`src/rtl/dct_pkg.sv`:
```
package dct_pkg;
    typedef enum logic [1:0] {
        RUN_OFF  = 2'd0,
        RUN_ONCE = 2'd1,
        RUN_LOOP = 2'd2
    } run_mode_e;

    localparam logic [1:0] GMODE_SPLIT = 2'd1;

    localparam logic [2:0] A_GLOB   = 3'd0;
    localparam logic [2:0] A_CTRL   = 3'd1;
    localparam logic [2:0] A_CNT_LO = 3'd2;
    localparam logic [2:0] A_CNT_HI = 3'd3;
    localparam logic [2:0] A_PRD_LO = 3'd4;
    localparam logic [2:0] A_PRD_HI = 3'd5;

    localparam int EN_POS_LO = 6;
    localparam int EN_POS_HI = 22;
endpackage

```
`src/rtl/dct_glob.sv`:
```
module dct_glob
    import dct_pkg::*;
(
    input  logic       clk,
    input  logic       rst_n,
    input  logic       we_i,
    input  logic [3:0] wdata_i,
    output logic [1:0] rel_o,
    output logic [1:0] gmode_o
);
    typedef struct packed {
        logic [1:0] rel;
        logic [1:0] gmode;
    } glob_t;

    glob_t s_d, s_q;

    always_comb begin
        s_d = s_q;
        if (we_i) begin
            s_d.rel   = wdata_i[1:0];
            s_d.gmode = wdata_i[3:2];
        end
    end

    always_ff @(posedge clk or negedge rst_n) begin
        if (!rst_n) s_q <= '0;
        else        s_q <= s_d;
    end

    assign rel_o   = s_q.rel;
    assign gmode_o = s_q.gmode;
endmodule

```
`src/rtl/dct_half.sv`:
```
module dct_half
    import dct_pkg::*;
#(
    parameter int W = 32
) (
    input  logic         clk,
    input  logic         rst_n,
    input  logic         rel_i,
    input  logic         split_i,
    input  logic         mode_we_i,
    input  logic [1:0]   mode_wdata_i,
    input  logic         cnt_we_i,
    input  logic         prd_we_i,
    input  logic [W-1:0] wdata_i,
    output logic [W-1:0] cnt_o,
    output logic [W-1:0] prd_o,
    output logic [1:0]   mode_o,
    output logic         irq_o
);
    typedef struct packed {
        logic [W-1:0] cnt;
        logic [W-1:0] prd;
        logic [1:0]   mode;
        logic         irq;
    } half_t;

    half_t s_d, s_q;
    logic  run;
    logic  hit;

    assign run = rel_i && split_i &&
                 (s_q.mode == RUN_ONCE || s_q.mode == RUN_LOOP);
    assign hit = (s_q.cnt == s_q.prd);

    always_comb begin
        s_d     = s_q;
        s_d.irq = 1'b0;
        if (mode_we_i)
            s_d.mode = (mode_wdata_i == 2'b11) ? RUN_OFF : mode_wdata_i;
        if (prd_we_i)
            s_d.prd = wdata_i;
        if (!rel_i) begin
            s_d.cnt = '0;
        end else if (cnt_we_i) begin
            s_d.cnt = wdata_i;
        end else if (run) begin
            if (hit) begin
                s_d.irq = 1'b1;
                if (s_q.mode == RUN_ONCE) begin
                    if (!mode_we_i) s_d.mode = RUN_OFF;
                end else begin
                    s_d.cnt = '0;
                end
            end else begin
                s_d.cnt = s_q.cnt + 1'b1;
            end
        end
    end

    always_ff @(posedge clk or negedge rst_n) begin
        if (!rst_n) s_q <= '0;
        else        s_q <= s_d;
    end

    assign cnt_o  = s_q.cnt;
    assign prd_o  = s_q.prd;
    assign mode_o = s_q.mode;
    assign irq_o  = s_q.irq;

    assert_held_zero_R6: assert property (@(posedge clk) disable iff (!rst_n)
        !rel_i |=> (cnt_o == '0));

    assert_step_R3: assert property (@(posedge clk) disable iff (!rst_n)
        (run && !cnt_we_i && !hit) |=> (cnt_o == $past(cnt_o) + 1'b1));

    assert_loop_zero_R4: assert property (@(posedge clk) disable iff (!rst_n)
        (run && !cnt_we_i && hit && s_q.mode == RUN_LOOP) |=> (cnt_o == '0 && irq_o));

    assert_once_stop_R5: assert property (@(posedge clk) disable iff (!rst_n)
        (run && !cnt_we_i && !mode_we_i && hit && s_q.mode == RUN_ONCE)
        |=> (mode_o == RUN_OFF && $stable(cnt_o) && irq_o));

    assert_irq_cause_R4: assert property (@(posedge clk) disable iff (!rst_n)
        irq_o |-> $past(rel_i && split_i));
endmodule

```
`src/rtl/dual_count_timer.sv`:
```
module dual_count_timer
    import dct_pkg::*;
#(
    parameter int W      = 32,
    parameter int ADDR_W = 3
) (
    input  logic              clk,
    input  logic              rst_n,
    input  logic              bus_sel,
    input  logic              bus_wr,
    input  logic [ADDR_W-1:0] bus_addr,
    input  logic [W-1:0]      bus_wdata,
    output logic [W-1:0]      bus_rdata,
    output logic              irq_lo,
    output logic              irq_hi
);
    localparam int NHALF = 2;

    logic             wr;
    logic [1:0]       rel;
    logic [1:0]       gmode;
    logic             split;
    logic [W-1:0]     cnt   [NHALF];
    logic [W-1:0]     prd   [NHALF];
    logic [1:0]       mode  [NHALF];
    logic [NHALF-1:0] irq;
    logic [W-1:0]     ctrl_rd;

    assign wr    = bus_sel && bus_wr;
    assign split = (gmode == GMODE_SPLIT);

    dct_glob u_glob (
        .clk     (clk),
        .rst_n   (rst_n),
        .we_i    (wr && bus_addr == A_GLOB),
        .wdata_i (bus_wdata[3:0]),
        .rel_o   (rel),
        .gmode_o (gmode)
    );

    for (genvar i = 0; i < NHALF; i++) begin : g_half
        localparam int EP = (i == 0) ? EN_POS_LO : EN_POS_HI;
        localparam logic [ADDR_W-1:0] A_C = (i == 0) ? A_CNT_LO : A_CNT_HI;
        localparam logic [ADDR_W-1:0] A_P = (i == 0) ? A_PRD_LO : A_PRD_HI;
        dct_half #(.W(W)) u_half (
            .clk          (clk),
            .rst_n        (rst_n),
            .rel_i        (rel[i]),
            .split_i      (split),
            .mode_we_i    (wr && bus_addr == A_CTRL),
            .mode_wdata_i (bus_wdata[EP +: 2]),
            .cnt_we_i     (wr && bus_addr == A_C),
            .prd_we_i     (wr && bus_addr == A_P),
            .wdata_i      (bus_wdata),
            .cnt_o        (cnt[i]),
            .prd_o        (prd[i]),
            .mode_o       (mode[i]),
            .irq_o        (irq[i])
        );
    end

    always_comb begin
        ctrl_rd = '0;
        ctrl_rd[EN_POS_LO +: 2] = mode[0];
        ctrl_rd[EN_POS_HI +: 2] = mode[1];
    end

    always_comb begin
        bus_rdata = '0;
        if (bus_sel) begin
            case (bus_addr)
                A_GLOB:   bus_rdata = {{(W-4){1'b0}}, gmode, rel};
                A_CTRL:   bus_rdata = ctrl_rd;
                A_CNT_LO: bus_rdata = cnt[0];
                A_CNT_HI: bus_rdata = cnt[1];
                A_PRD_LO: bus_rdata = prd[0];
                A_PRD_HI: bus_rdata = prd[1];
                default:  bus_rdata = '0;
            endcase
        end
    end

    assign irq_lo = irq[0];
    assign irq_hi = irq[1];

    assert_idle_R7: assert property (@(posedge clk) disable iff (!rst_n)
        !split |=> (irq == '0));

    assert_mode_code_R2: assert property (@(posedge clk) disable iff (!rst_n)
        wr && bus_addr == A_CTRL |=> (mode[0] != 2'b11 && mode[1] != 2'b11));
endmodule

```
`config.mk`:
```
export PLATFORM = sky130hd
export DESIGN_NAME = dual_count_timer
export DESIGN_NICKNAME = d
export VERILOG_FILES = /design/src/rtl/dct_pkg.sv /design/src/rtl/dct_glob.sv /design/src/rtl/dct_half.sv /design/src/rtl/dual_count_timer.sv
export SDC_FILE = /design/constraint.sdc
export NUM_CORES = 1
export LEC_CHECK = 0
export ABC_CLOCK_PERIOD_IN_PS = 5000
export BUFFER_PORTS_ARGS = -buffer_cell sky130_fd_sc_hd__buf_2
export CORE_UTILIZATION = 45
export CTS_CLUSTER_DIAMETER = 120
export CTS_CLUSTER_SIZE = 8
export DETAILED_ROUTE_END_ITERATION = 8
export PLACE_DENSITY_LB_ADDON = 0.05
export SLEW_MARGIN = 20
export SYNTH_ARGS = -nofsm -noshare
export SYNTH_HDL_FRONTEND = slang
export SYNTH_SLANG_ARGS = --single-unit
```
`constraint.sdc`:
```
create_clock -name clk -period 5 [get_ports clk]
set_clock_uncertainty 0.05 [all_clocks]
set_input_delay 0.25 -clock clk [delete_from_list [all_inputs] [get_ports clk]]
set_output_delay 0.25 -clock clk [all_outputs]
set_load 0.01 [all_outputs]
```
==> run summary <==
Outcome: complete, no violations
Synth top cells by count: 138 x dfrtp_1, 112 x nor2_1, 64 x mux2_2, 62 x a21oi_1, 56 x nand2_1
Post-synth top area share: 0.385
Sequential fraction of the synthesis area: 0.385
Flops & latches, synth: 138
DR iter-0 viols: 647
Hold Worst Slack: 0.0954 ns
Critical-path maximum fanout: 24
RSZ-0062 raised after global routing: false
Post-route cell area: 10000 µm²
Inserted Diodes: 0
FP Rows: 51
Number of global-route vias before repair: 7268
Total negative slack: 0 ns
CTS Buffer Depth: 2
Final worst-path cycle share: 0.617
H-tree levels: 4
Starting Density: 0.459
Die Wd: 143 µm
Clk Latency, worst-skew pair: 0.43 ns
Distinct cells, synth: 78
Area leader, netlist: dfrtp_1
R2R depth: 8
Die footprint: 20500 µm²
DR vias/cell: 6.25
Core Region: 19500 µm²
Layout fillers: 1902
Top-count cell post-synth: dfrtp_1
Pre-Repair DR Iteration Count: 7
Endpoints failing setup: 0
Initial antenna violation count: 0
Mean Syn Cell Area: 9.31 µm²
First-pass GRT wire length: 47.1 mm
Slew Viols, Final: 0
Psw: 1180 µW
WL/cell: 24.6 µm
CP Capture Type: register
Synth area leaders: dfrtp_1 39%, mux2_2 8.0%, nor2_1 4.7%
GRT Overall Usage: 0.319
Worst-path clk slew: 0.06 ns
Sw frac: 0.321
Total CTS buffers: 17
Area growth, synth to finish: 11.7%
HPWL after DPL: 22.8 mm
DRC: 0
Dpl cell area: 9360 µm²
Cells after Synth: 963
Clk sink count: 138
P per Cell Area: 367 nW/µm²
Max Fclk: 324 MHz
GRT Residual Overflow: 0
Max Cap Violations: 0
Least-Margin Pin Slew: 1.08 ns
Max-slew headroom: 0.280
P_int: 2490 µW
Final Hold Vio Count: 0
Post-layout net count: 1028
Placed cells: 1230
CP Launch Type: register
Final Non-Filler Cells: 1263
Root Buffer: clkbuf_16
Hold Crit Depth: 3
Post-layout util: 0.513
Synth warn: 0
Cell Area, Synth: 8970 µm²
Vias: 7894
Net Count, Synth: 1006
# IOs: 73
Crit path required time: 5.26 ns
Clock network power share: 0.385
Reg power frac: 0.404
Logic pwr share: 0.211
Die height: 143 µm
WP data arrival: 3.35 ns
Asr flop ratio synth: 1.00
Maximum VDD drop: 0.238 mV
P_leak: 0.00424 µW
Share of cells above drive strength 1: 0.213
RePlAce Congestion: 0.911
Post-CTS Setup Repair Bufs: 0
Number of buffers added on ports: 72
Kind of critical path: register to register
Antenna-violating nets left: 0
Number of enable flip-flop cells after synthesis: 0
DRT Wirelength: 31.0 mm
HP Class: input port to register
Shortest period the worst path allows: 3.09 ns
Largest net degree at the start of global routing: 87
Top FF cell, synth: dfrtp_1
TritonCTS clock tree: built
-- flip-flops by register name, summed over array words and instances (netlist names) --
name                  count
u_glob.gmode_o            2
g_half.u_half.irq_o       2
u_glob.rel_o              2
g_half.u_half.mode_o      4
g_half.u_half.prd_o      64
g_half.u_half.cnt_o      64
-- stage by stage --
step	worst slack (ns)	power [µW]
CTS	1.91	3680
global route	1.69	3830
global placement	2.02	2260
finish	1.91	3670
detailed placement	1.93	2270
floorplan	2.82	1990
-- worst max-delay path, cell delays in order (launching register included) --
cell and delay (ns):
dfrtp_1 0.47, xnor2_1 0.30, nand4_1 0.15, nor4_2 0.46, nand3_1 0.21, a21boi_2 0.64, buf_4 0.40, nor2_1 0.09
o22a_1 0.19
-- worst paths after layout --
check	startpoint	to	slack, ns
min reg2reg	g_half[0].u_half.prd_o[0]	g_half[0].u_half.prd_o[0]	0.50
max reg2reg	g_half[1].u_half.cnt_o[9]	g_half[1].u_half.cnt_o[11]	1.91
min	bus_wdata[5]	g_half[1].u_half.cnt_o[5]	0.1
max	g_half[1].u_half.cnt_o[9]	g_half[1].u_half.cnt_o[11]	1.91
min in group asynchronous	rst_n	g_half[1].u_half.irq_o	0.40
max in group asynchronous	rst_n	g_half[0].u_half.cnt_o[18]	3.23
-- routing by layer --
| layer | share of wire | global-route usage |
|---|---|---|
| met4 | 0.017 | 0.0804 |
| met2 | 0.45 | 0.475 |
| met3 | 0.056 | 0.0570 |
| met5 | 0 | 0 |
| met1 | 0.47 | 0.471 |
-- power by group through the flow --
stage | Combinational [µW] | Sequential, µW | Clock, µW
global placement | 765 | 1500 | 0
detailed placement | 771 | 1500 | 0
global route | 850 | 1500 | 1470
finish | 775 | 1490 | 1410
floorplan | 591 | 1400 | 0
CTS | 776 | 1480 | 1430
-- layout by cell type (no fill, tap or decap), types with 11 or more instances in the layout --
master     netlist  layout
nand4_1         25      25
a22oi_1         15      15
o21ai_0         38      38
xor2_1          32      32
nor2_1         112     112
mux2_2          64      64
inv_1           20      20
dfrtp_1        138     138
a221oi_1        24      24
nor3_1          24      23
o22a_1          11      11
mux2i_1         35      35
buf_4            4      11
xnor2_1         33      33
nand3_1         25      25
clkbuf_16        0      17
a21oi_1         62      62
o2bb2ai_1       11      11
nand2_1         56      56
nor4_1          13      13
buf_2           26      71
-- repair_timing --
| item | CTS | global route |
|---|---|---|
| hold endpoints to repair | 85 | 0 |
| hold buffers | 1 | 0 |
| resized for setup | 0 | 0 |
-- area by class of cell --
class,instances,area (µm²),share of cell area
inverter,20,75.1,0.00749
timing repair buffer,84,459,0.0458
clock inverter,12,188,0.0187
sequential,138,3450,0.345
tap,265,332,0.0331
multi-input combinational,724,5050,0.504
clock buffer,20,467,0.0466
-- logic make-up (layout without fill, tap and decap cells) --
family | count (synthesis) | after routing | synth area share
DFF | 138 | 138 | 0.385
muxes | 99 | 99 | 0.119
xor gates and xnor gates | 65 | 65 | 0.0635
AOI/OAI and AO/OA | 243 | 243 | 0.191
buffers and inverters | 101 | 136 | 0.0546
adders and majority gates | 4 | 4 | 0.00558
and+or+nand+nor | 313 | 313 | 0.180
Power figures use the tool's default switching activity.
